==> src/rtl/txstat_pkg.sv <==
package txstat_pkg;

    typedef enum logic [1:0] {
        SEL_LOW  = 2'b00,
        SEL_MID  = 2'b01,
        SEL_HIGH = 2'b10
    } ck_sel_e;

    typedef enum logic [1:0] {
        BT_IDLE  = 2'b00,
        BT_COUNT = 2'b01,
        BT_PULSE = 2'b10
    } bist_state_e;

    typedef enum logic {
        FL_CLEAR = 1'b0,
        FL_HELD  = 1'b1
    } fault_state_e;

endpackage

==> src/rtl/txstat_cfg_decode.sv <==
module txstat_cfg_decode
    import txstat_pkg::*;
#(
    parameter int PASS_LEN   = 511,
    parameter int SYNC_LEN   = 16,
    parameter int LONG_PULSE = 17,
    parameter int CW         = 10,
    parameter int PW         = 5
) (
    input  logic [1:0]    rxck_sel,
    input  logic [1:0]    tx_mode,
    output logic [CW-1:0] last_pos,
    output logic [PW-1:0] pulse_last
);

    logic sync_in_pass;
    logic long_pulse;

    always_comb begin
        sync_in_pass = (rxck_sel == SEL_LOW) && (tx_mode != 2'b00);
        long_pulse   = (rxck_sel != SEL_MID) && (tx_mode != 2'b00);
        last_pos     = sync_in_pass ? CW'(PASS_LEN + SYNC_LEN - 1) : CW'(PASS_LEN - 1);
        pulse_last   = long_pulse ? PW'(LONG_PULSE - 1) : '0;
    end

endmodule

==> src/rtl/txstat_bist_tracker.sv <==
module txstat_bist_tracker
    import txstat_pkg::*;
#(
    parameter int CW = 10,
    parameter int PW = 5
) (
    input  logic          clk,
    input  logic          rst_n,
    input  logic          bist_en,
    input  logic [1:0]    rxck_sel,
    input  logic [1:0]    tx_mode,
    input  logic [CW-1:0] last_pos,
    input  logic [PW-1:0] pulse_last,
    output logic          pulse_o
);

    bist_state_e   state_q, state_d;
    logic [CW-1:0] pos_q;
    logic [PW-1:0] left_q;
    logic          wrap;

    assign wrap = bist_en && (pos_q >= last_pos);

    always_comb begin
        state_d = state_q;
        unique case (state_q)
            BT_IDLE: begin
                if (wrap)         state_d = BT_PULSE;
                else if (bist_en) state_d = BT_COUNT;
            end
            BT_COUNT: begin
                if (!bist_en)     state_d = BT_IDLE;
                else if (wrap)    state_d = BT_PULSE;
            end
            BT_PULSE: begin
                if (!bist_en)           state_d = BT_IDLE;
                else if (wrap)          state_d = BT_PULSE;
                else if (left_q == '0)  state_d = BT_COUNT;
            end
            default: state_d = BT_IDLE;
        endcase
    end

    always_ff @(posedge clk or negedge rst_n) begin
        if (!rst_n) state_q <= BT_IDLE;
        else        state_q <= state_d;
    end

    always_ff @(posedge clk or negedge rst_n) begin
        if (!rst_n) begin
            pos_q  <= '0;
            left_q <= '0;
        end else if (!bist_en) begin
            pos_q  <= '0;
            left_q <= '0;
        end else begin
            pos_q <= wrap ? '0 : pos_q + 1'b1;
            if (wrap)
                left_q <= pulse_last;
            else if (state_q == BT_PULSE && left_q != '0)
                left_q <= left_q - 1'b1;
        end
    end

    always_comb begin
        pulse_o = (state_q == BT_PULSE);
    end

    assert_idle_quiet_R7: assert property (@(posedge clk) disable iff (!rst_n)
        !bist_en |=> !pulse_o);

    assert_mid_single_R4: assert property (@(posedge clk) disable iff (!rst_n)
        ($rose(pulse_o) && rxck_sel == SEL_MID && bist_en) |=> !pulse_o);

    assert_short_mode_R6: assert property (@(posedge clk) disable iff (!rst_n)
        ($rose(pulse_o) && tx_mode == 2'b00 && bist_en) |=> !pulse_o);

    assert_pulse_needs_enable_R2: assert property (@(posedge clk) disable iff (!rst_n)
        $rose(pulse_o) |-> $past(bist_en));

endmodule

==> src/rtl/txstat_fault_keeper.sv <==
module txstat_fault_keeper
    import txstat_pkg::*;
(
    input  logic clk,
    input  logic rst_n,
    input  logic pab_enabled,
    input  logic pab_fault_evt,
    input  logic wsync_done,
    input  logic tx_rst_n,
    output logic fault_o
);

    fault_state_e state_q, state_d;
    logic clear_req;
    logic set_req;

    assign clear_req = !tx_rst_n || wsync_done;
    assign set_req   = pab_enabled && pab_fault_evt;

    always_comb begin
        state_d = state_q;
        unique case (state_q)
            FL_CLEAR: if (set_req && !clear_req) state_d = FL_HELD;
            FL_HELD:  if (clear_req)             state_d = FL_CLEAR;
            default:  state_d = FL_CLEAR;
        endcase
    end

    always_ff @(posedge clk or negedge rst_n) begin
        if (!rst_n) state_q <= FL_CLEAR;
        else        state_q <= state_d;
    end

    always_comb begin
        fault_o = (state_q == FL_HELD);
    end

    assert_set_R8: assert property (@(posedge clk) disable iff (!rst_n)
        (pab_enabled && pab_fault_evt && tx_rst_n && !wsync_done) |=> fault_o);

    assert_ignore_disabled_R9: assert property (@(posedge clk) disable iff (!rst_n)
        (!pab_enabled && !fault_o) |=> !fault_o);

    assert_hold_R10: assert property (@(posedge clk) disable iff (!rst_n)
        (fault_o && !wsync_done && tx_rst_n) |=> fault_o);

    assert_recenter_clears_R11: assert property (@(posedge clk) disable iff (!rst_n)
        !tx_rst_n |=> !fault_o);

endmodule

==> src/rtl/txstat_indicator.sv <==
module txstat_indicator
    import txstat_pkg::*;
#(
    parameter int PASS_LEN   = 511,
    parameter int SYNC_LEN   = 16,
    parameter int LONG_PULSE = 17
) (
    input  logic       clk,
    input  logic       rst_n,
    input  logic       bist_en,
    input  logic [1:0] rxck_sel,
    input  logic [1:0] tx_mode,
    input  logic       pab_enabled,
    input  logic       pab_fault_evt,
    input  logic       wsync_done,
    input  logic       tx_rst_n,
    output logic       tx_status
);

    localparam int CW = $clog2(PASS_LEN + SYNC_LEN + 1);
    localparam int PW = $clog2(LONG_PULSE + 1);

    logic [CW-1:0] last_pos;
    logic [PW-1:0] pulse_last;
    logic          bist_pulse;
    logic          fault_held;

    txstat_cfg_decode #(
        .PASS_LEN  (PASS_LEN),
        .SYNC_LEN  (SYNC_LEN),
        .LONG_PULSE(LONG_PULSE),
        .CW        (CW),
        .PW        (PW)
    ) cfg_i (
        .rxck_sel  (rxck_sel),
        .tx_mode   (tx_mode),
        .last_pos  (last_pos),
        .pulse_last(pulse_last)
    );

    txstat_bist_tracker #(
        .CW(CW),
        .PW(PW)
    ) bist_i (
        .clk       (clk),
        .rst_n     (rst_n),
        .bist_en   (bist_en),
        .rxck_sel  (rxck_sel),
        .tx_mode   (tx_mode),
        .last_pos  (last_pos),
        .pulse_last(pulse_last),
        .pulse_o   (bist_pulse)
    );

    txstat_fault_keeper fault_i (
        .clk          (clk),
        .rst_n        (rst_n),
        .pab_enabled  (pab_enabled),
        .pab_fault_evt(pab_fault_evt),
        .wsync_done   (wsync_done),
        .tx_rst_n     (tx_rst_n),
        .fault_o      (fault_held)
    );

    assign tx_status = bist_pulse | fault_held;

    assert_fault_visible_R12: assert property (@(posedge clk) disable iff (!rst_n)
        (pab_enabled && pab_fault_evt && tx_rst_n && !wsync_done) |=> tx_status);

endmodule

==> config.mk <==
export PLATFORM = sky130hd
export DESIGN_NAME = txstat_indicator
export DESIGN_NICKNAME = d
export VERILOG_FILES = /design/src/rtl/txstat_pkg.sv /design/src/rtl/txstat_cfg_decode.sv /design/src/rtl/txstat_bist_tracker.sv /design/src/rtl/txstat_fault_keeper.sv /design/src/rtl/txstat_indicator.sv
export SDC_FILE = /design/constraint.sdc
export NUM_CORES = 1
export LEC_CHECK = 0
export ABC_AREA = 0
export BUFFER_PORTS_ARGS = -buffer_cell sky130_fd_sc_hd__buf_2
export CAP_MARGIN = 30
export CORE_MARGIN = 5
export CORE_UTILIZATION = 35
export CTS_BUF_LIST = sky130_fd_sc_hd__clkbuf_8
export DETAILED_ROUTE_END_ITERATION = 8
export SETUP_SLACK_MARGIN = 0.2
export SLEW_MARGIN = 20
export SYNTH_ARGS = -nofsm -noshare
export SYNTH_HDL_FRONTEND = slang
export SYNTH_HIERARCHICAL = 1
export SYNTH_SLANG_ARGS = --single-unit
==> constraint.sdc <==
create_clock -name clk -period 4.76 [get_ports clk]
set_input_delay 0.238 -clock clk [delete_from_list [all_inputs] [get_ports clk]]
set_output_delay 0.238 -clock clk [all_outputs]
set_load 0.02 [all_outputs]
# == Word-level counts from Yosys, hierarchy flattened ==
# Cells that the tools add are included.
# op_classes
muxes,18
eq_ne,7
n_reduce_logical,15
bitwise,2
add_sub_neg,2
magnitude_cmp,1
# ops
cell,n
$mux W10,3
$mux W5,4
$mux W2,7
$add A10 B1 Y10 const B,1
$ge A10 B10 Y1,1
$logic_and A1 B1 Y1,6
$ne A3 B2 Y1 const B,2
$pmux W2 S3,1
$logic_not A5 Y1,1
$reduce_bool A5 Y1,1
$sub A5 B1 Y5 const B,1
$logic_not A2 Y1,2
$ne A4 B2 Y1 const B,1
$ne A3 B1 Y1 const B,1
$reduce_and A3 Y1,1
$eq A2 B1 Y1 const B,1
$eq A2 B2 Y1 const B,1
$logic_not A1 Y1,2
$mux W1,2
$ne A2 B1 Y1 const B,1
$pmux W1 S2,1
$reduce_bool A2 Y1,1
$logic_or A1 B1 Y1,1
$not A1 Y1,1
$or A1 B1 Y1,1
# word_totals
wordCells,49
output_inout_bits,1
input_bits,11
regBits,18

# == Depth between registers and ports, before layout ==
# depth
depth_word,8
depth_mapped,11
ltp_nobuf,9

# == Modules after synthesis ==
# The synthesis kept the hierarchy.
# by_module_without_submodules
mod,cells_each,area_each_um2,seq_area_each_um2,n_inst
txstat_bist_tracker,123,1138.6,425.4,1
txstat_cfg_decode,21,136.4,0.0,1
txstat_fault_keeper,3,42.5,25.0,1
txstat_indicator,1,6.3,0.0,1

# == Worst setup path after synthesis ==
# Ideal clock, no wire load.
# synth_path
kind,input-to-reg
from,input port rxck_sel[1]
to,register bist_i.state_q[1]
n_path_buf,2
arrival_ns,1.985
required_time_ns,4.661
setup_slack_ns,2.676
setup_ns,0.099
stages,10
path_cell_list,or3_1 buf_4 inv_1 ha_1 a211oi_1 nor2_1 a211oi_4 buf_6 a21oi_1 a311oi_1
# synth_via
elab_chain_cells,8
elab_cells_between_ends,13
# synth_lines
element,line_no,source
start: declaration,txstat_indicator.sv:11,"input logic [1:0] rxck_sel,"
$logic_not A2 Y1 (*),txstat_cfg_decode.sv:20,sync_in_pass = (rxck_sel == SEL_LOW) && (tx_mode != 2'b00);
$logic_and A1 B1 Y1 (*),txstat_cfg_decode.sv:20,
$mux W10 (*),txstat_cfg_decode.sv:22,last_pos = sync_in_pass ? CW'(PASS_LEN + SYNC_LEN - 1) : CW'(PASS_LEN - 1);
net last_pos[7],txstat_indicator.sv:23,logic [CW-1:0] last_pos;
$ge A10 B10 Y1 (*),txstat_bist_tracker.sv:22,assign wrap = bist_en && (pos_q >= last_pos);
$logic_and A1 B1 Y1 (*),txstat_bist_tracker.sv:22,
$mux W2,txstat_bist_tracker.sv:37,else if (wrap) state_d = BT_PULSE;
$mux W2,txstat_bist_tracker.sv:36,if (!bist_en) state_d = BT_IDLE;
$pmux W2 S3,txstat_bist_tracker.sv:26,unique case (state_q)
end signal: assignment,txstat_bist_tracker.sv:46,else state_q <= state_d;
end: declaration,txstat_bist_tracker.sv:17,"bist_state_e state_q, state_d;"
# Mark *: on every way through the listed nets, which the timed path passes. The rest lies on a longest branch.
# A chain may end at the register's enable or synchronous reset.

# == Worst setup path in the final report ==
# layout_path
from,input port rxck_sel[1]
to,register bist_i.pos_q[2]
# layout_via
elab_chain_cells,7
# layout_lines
element,line_no,source
$logic_not A2 Y1,txstat_cfg_decode.sv:20,
$logic_and A1 B1 Y1,txstat_cfg_decode.sv:20,
$mux W10,txstat_cfg_decode.sv:22,
net last_pos[4],txstat_indicator.sv:23,
$ge A10 B10 Y1,txstat_bist_tracker.sv:22,
$logic_and A1 B1 Y1,txstat_bist_tracker.sv:22,
$mux W10,txstat_bist_tracker.sv:57,pos_q <= wrap ? '0 : pos_q + 1'b1;
$mux W10,txstat_bist_tracker.sv:53,end else if (!bist_en) begin
end signal: assignment,txstat_bist_tracker.sv:57,
end: declaration,txstat_bist_tracker.sv:18,logic [CW-1:0] pos_q;
# The timed path passes the listed nets, and every way through them passes these cells.

==> results list <==
- In the global route stage, overall resource usage came out at 0.0937.
* Via-to-Cell Ratio: 4.56
- STA classifies the critical path endpoint as a flop.
- For this design, the slowest cell found on the critical path is sky130_fd_sc_hd__or3_1.
- In the global route stage, met3 resource usage came out at 0.0337.
- Number of library cell types mapped by synthesis: 33
- Worst setup path category: in2reg
- IR analysis of the VDD net gives a maximum drop of 117 µV.
* Largest net degree at the start of global routing: 19
* Die Footprint: 0.00511 mm²
- In this design, the stage delay of the slowest critical-path cell is 0.44 ns.
- For this block, the via count after detailed routing is 916.
* Required arrival time at the worst endpoint: 4.94 ns
* CTS Root Buffer Type: sky130_fd_sc_hd__clkbuf_8
- Sw power: 0.0731 mW
- Of the synthesized area, sequential elements account for 0.340.
- Gates resized during post-CTS repair numbered 0.
* Min cycle time layout: 2.30 ns
* Met1 usage in global routing: 0.110
- Dividing total power by cell area gives a power density of 227 mW/mm².
- In this run the worst hold path is classified as in2reg.
- Of the total power, the share spent switching nets is 0.231.
- Core outline area: 0.00366 mm²
- Number of DRC violations after detailed routing: 0
- The number of setup buffers added after CTS is 0.
- Hold slack: 0.140 ns
- Initial antenna violation count: 0
- Floorplan die width: 71.5 µm
- Post-synthesis average cell area: 8.94 µm²
* # IOs: 12
- Nets@finish: 178
* Lkg Pwr: 0.739 nW
* Cells traversed along the worst timing path: buf_2, or3_1, inv_1, ha_1, a211oi_1, nor2_1, a211oi_4, nand3_1, nor2_1
- Wire length of the first global-routing pass: 3800 µm
* Final worst clock skew: 0.00237 ns
- Number of global-route vias before repair: 871
- In this run the worst path has a maximum fanout of 12.
- The flow ran to the end, and the final reports show no timing, DRC or antenna violations.
- Kind of cell with the highest combined delay on the critical path: simple AND/OR/NAND/NOR gates
- Number of buffers and inverters on the critical path: 2
- Pins over their slew limit: 0
- The most numerous cell type found on the critical path is sky130_fd_sc_hd__nor2_1.
* Final period utilization: 0.483
- Post-DP HPWL: 1810 µm
* Number of core rows: 22
- Synthesis produced a netlist whose cell count is 148.
- In the final timing run, aggregate negative setup slack is 0 ns.
* Maximum clock frequency: 0.435 GHz
- Syn. warnings: 6
* Count of non-filler cells in the finished layout: 201
* Hold buffer count at CTS: 1
- Iteration-0 DRC Markers: 50
- TritonCTS built the clock tree.
* Combinational power share: 0.101
- In this run, CTS created clock tree buffers numbering 3.
* Max-capacitance violation count: 0
* Clock-pin slew on the worst setup and hold paths: 0.07 ns
- Unrepaired setup endpoints after global routing: no
- Post-route antenna net violation count: 0
* Initial core utilization: 0.362
- Total routed wirelength: 2220 µm
* Placed insts: 196
- Internal power consumption: 0.243 mW
- The die is 71.5 µm tall.
- Counting flops and latches in the post-synthesis netlist gives 18.
- CTS built an H-tree with a depth of 1.
- Synthesized area: 0.00132 mm²
- Global placement routability congestion: 0.828
* GR met2 Demand/Resource: 0.155
- Of the total power, the clock network draws 0.396.
- Setup violations remaining at the end of the flow were counted as 0.
- Area Growth Syn to Fin: 5.29%
* Largest buffer count on any clock path: 2
- Overall Power: 0.316 mW
- Sequential power share: 0.503
- Count of antenna diodes in the layout: 0
- The worst setup path is launched from an input port.
* Clock sink count: 18
- Arrival time of data at the critical path endpoint: 2.47 ns
* Global route hottest layer: met2
* Final Hold Violating Endpoints: 0
* Iteration count of the initial detailed-routing pass: 5
* Number of buffers added on ports: 11
* Latest clock arrival within the worst-skew pair: 0.25 ns
- Routed length per instance: 11.1 µm
- Share of cells above drive strength 1: 0.131
- After global routing the overflow that remains totals 0.
==> cells in the mapped netlist <==
library cell                count  area share
sky130_fd_sc_hd__a211oi_1       1      0.0057
sky130_fd_sc_hd__a211oi_4       1       0.015
sky130_fd_sc_hd__a21o_1         1      0.0057
sky130_fd_sc_hd__a21oi_1       11       0.042
sky130_fd_sc_hd__a311o_1        1      0.0076
sky130_fd_sc_hd__a311oi_1       4       0.026
sky130_fd_sc_hd__and2_1         1      0.0047
sky130_fd_sc_hd__and2b_1        1      0.0057
sky130_fd_sc_hd__and3_1         1      0.0047
sky130_fd_sc_hd__buf_2          1      0.0038
sky130_fd_sc_hd__buf_4         14       0.079
sky130_fd_sc_hd__buf_6          2       0.017
sky130_fd_sc_hd__conb_1         2      0.0057
sky130_fd_sc_hd__dfrtp_1       18        0.34
sky130_fd_sc_hd__ha_1          13        0.12
sky130_fd_sc_hd__inv_1         15       0.043
sky130_fd_sc_hd__mux2i_1        2       0.015
sky130_fd_sc_hd__nand2_1       11       0.031
sky130_fd_sc_hd__nand2b_4       1       0.010
sky130_fd_sc_hd__nand3_1        7       0.026
sky130_fd_sc_hd__nand4_1        1      0.0047
sky130_fd_sc_hd__nor2_1        16       0.045
sky130_fd_sc_hd__nor3_1         3       0.011
sky130_fd_sc_hd__nor3b_1        1      0.0057
sky130_fd_sc_hd__nor3b_2        2       0.019
sky130_fd_sc_hd__o2111ai_1      1      0.0066
sky130_fd_sc_hd__o21ai_0        2      0.0076
sky130_fd_sc_hd__or2_1          1      0.0047
sky130_fd_sc_hd__or2b_2         1      0.0066
sky130_fd_sc_hd__or3_1          2      0.0095
sky130_fd_sc_hd__or4b_1         1      0.0076
sky130_fd_sc_hd__xnor2_1        4       0.026
sky130_fd_sc_hd__xor2_1         5       0.033
==> through the flow <==
stage | instance area (µm²) | setup WS, ns | utilization
6_report | 1390 | 2.46 | 0.381
5_1_grt | 1390 | 2.24 | 0.381
4_1_cts | 1390 | 2.46 | 0.381
3_5_place_dp | 1330 | 2.18 | 0.363
3_3_place_gp | 1330 | 2.30 | 0.363
2_1_floorplan | 1350 | 2.68 | -
==> state kept, by name (all words and copies together) (netlist names) <==
name and flops:
bist_i/left_q 5, bist_i/pos_q 10, bist_i/state_q 2, fault_i/fault_o 1
==> power groups by stage <==
stage	sequential (mW)	clock [mW]	combinational, mW
2_1_floorplan	0.161	0	0.0290
3_3_place_gp	0.162	0	0.0304
3_5_place_dp	0.162	0	0.0319
4_1_cts	0.159	0.129	0.0327
5_1_grt	0.159	0.136	0.0379
6_report	0.159	0.125	0.0320
==> final timing paths <==
check	slack [ns]	to	depth (start not counted)	startpoint
max	2.46	bist_i/pos_q[2]$_DFF_PN0_	9	rxck_sel[1]
min	0.14	fault_i/fault_o$_DFF_PN0_	2	wsync_done
max reg2reg	2.59	bist_i/pos_q[2]$_DFF_PN0_	6	bist_i/pos_q[7]$_DFF_PN0_
min reg2reg	0.53	bist_i/pos_q[0]$_DFF_PN0_	1	bist_i/pos_q[0]$_DFF_PN0_
max in group asynchronous	4.03	bist_i/pos_q[5]$_DFF_PN0_	2	rst_n
min in group asynchronous	0.44	bist_i/left_q[4]$_DFFE_PN0P_	2	rst_n
==> cells by family (layout without fill, tap and decap cells) <==
logic type                 Yosys count  after routing  share of synthesized area
AOI/OAI and AO/OA                   22             22                      0.116
xor gates and xnor gates             9              9                     0.0595
adders and majority gates           13             13                      0.123
buffers and inverters               32             31                      0.143
DFF                                 18             18                      0.340
muxes                                2              2                     0.0151
other                                2              8                    0.00567
and+or+nand+nor                     50             50                      0.198
==> cell type report <==
type	instances	area [µm²]
Fill cell	375	2270
Multi-Input combinational cell	104	707
Sequential cell	18	450
Timing Repair Buffer	12	65.1
Tap cell	48	60.1
Inverter	15	56.3
Clock buffer	4	55.1
==> metal layers <==
metal	wire length, µm	up-vias
met5	0	-
met4	31	0
met3	116	4
met2	1070	15
met1	1010	412
li1	-	485
==> layout by cell type (no fill, tap or decap), drive strengths merged <==
cell type,n
a211oi,2
a21o,1
a21oi,11
a311o,1
a311oi,4
and2,1
and2b,1
and3,1
buf,11
clkbuf,4
conb,8
dfrtp,18
dlygate4sd3,1
ha,13
inv,15
mux2i,2
nand2,11
nand2b,1
nand3,7
nand4,1
nor2,16
nor3,3
nor3b,3
o2111ai,1
o21ai,2
or2,1
or2b,1
or3,2
or4b,1
xnor2,4
xor2,5
(Power assumes the default switching activity.)
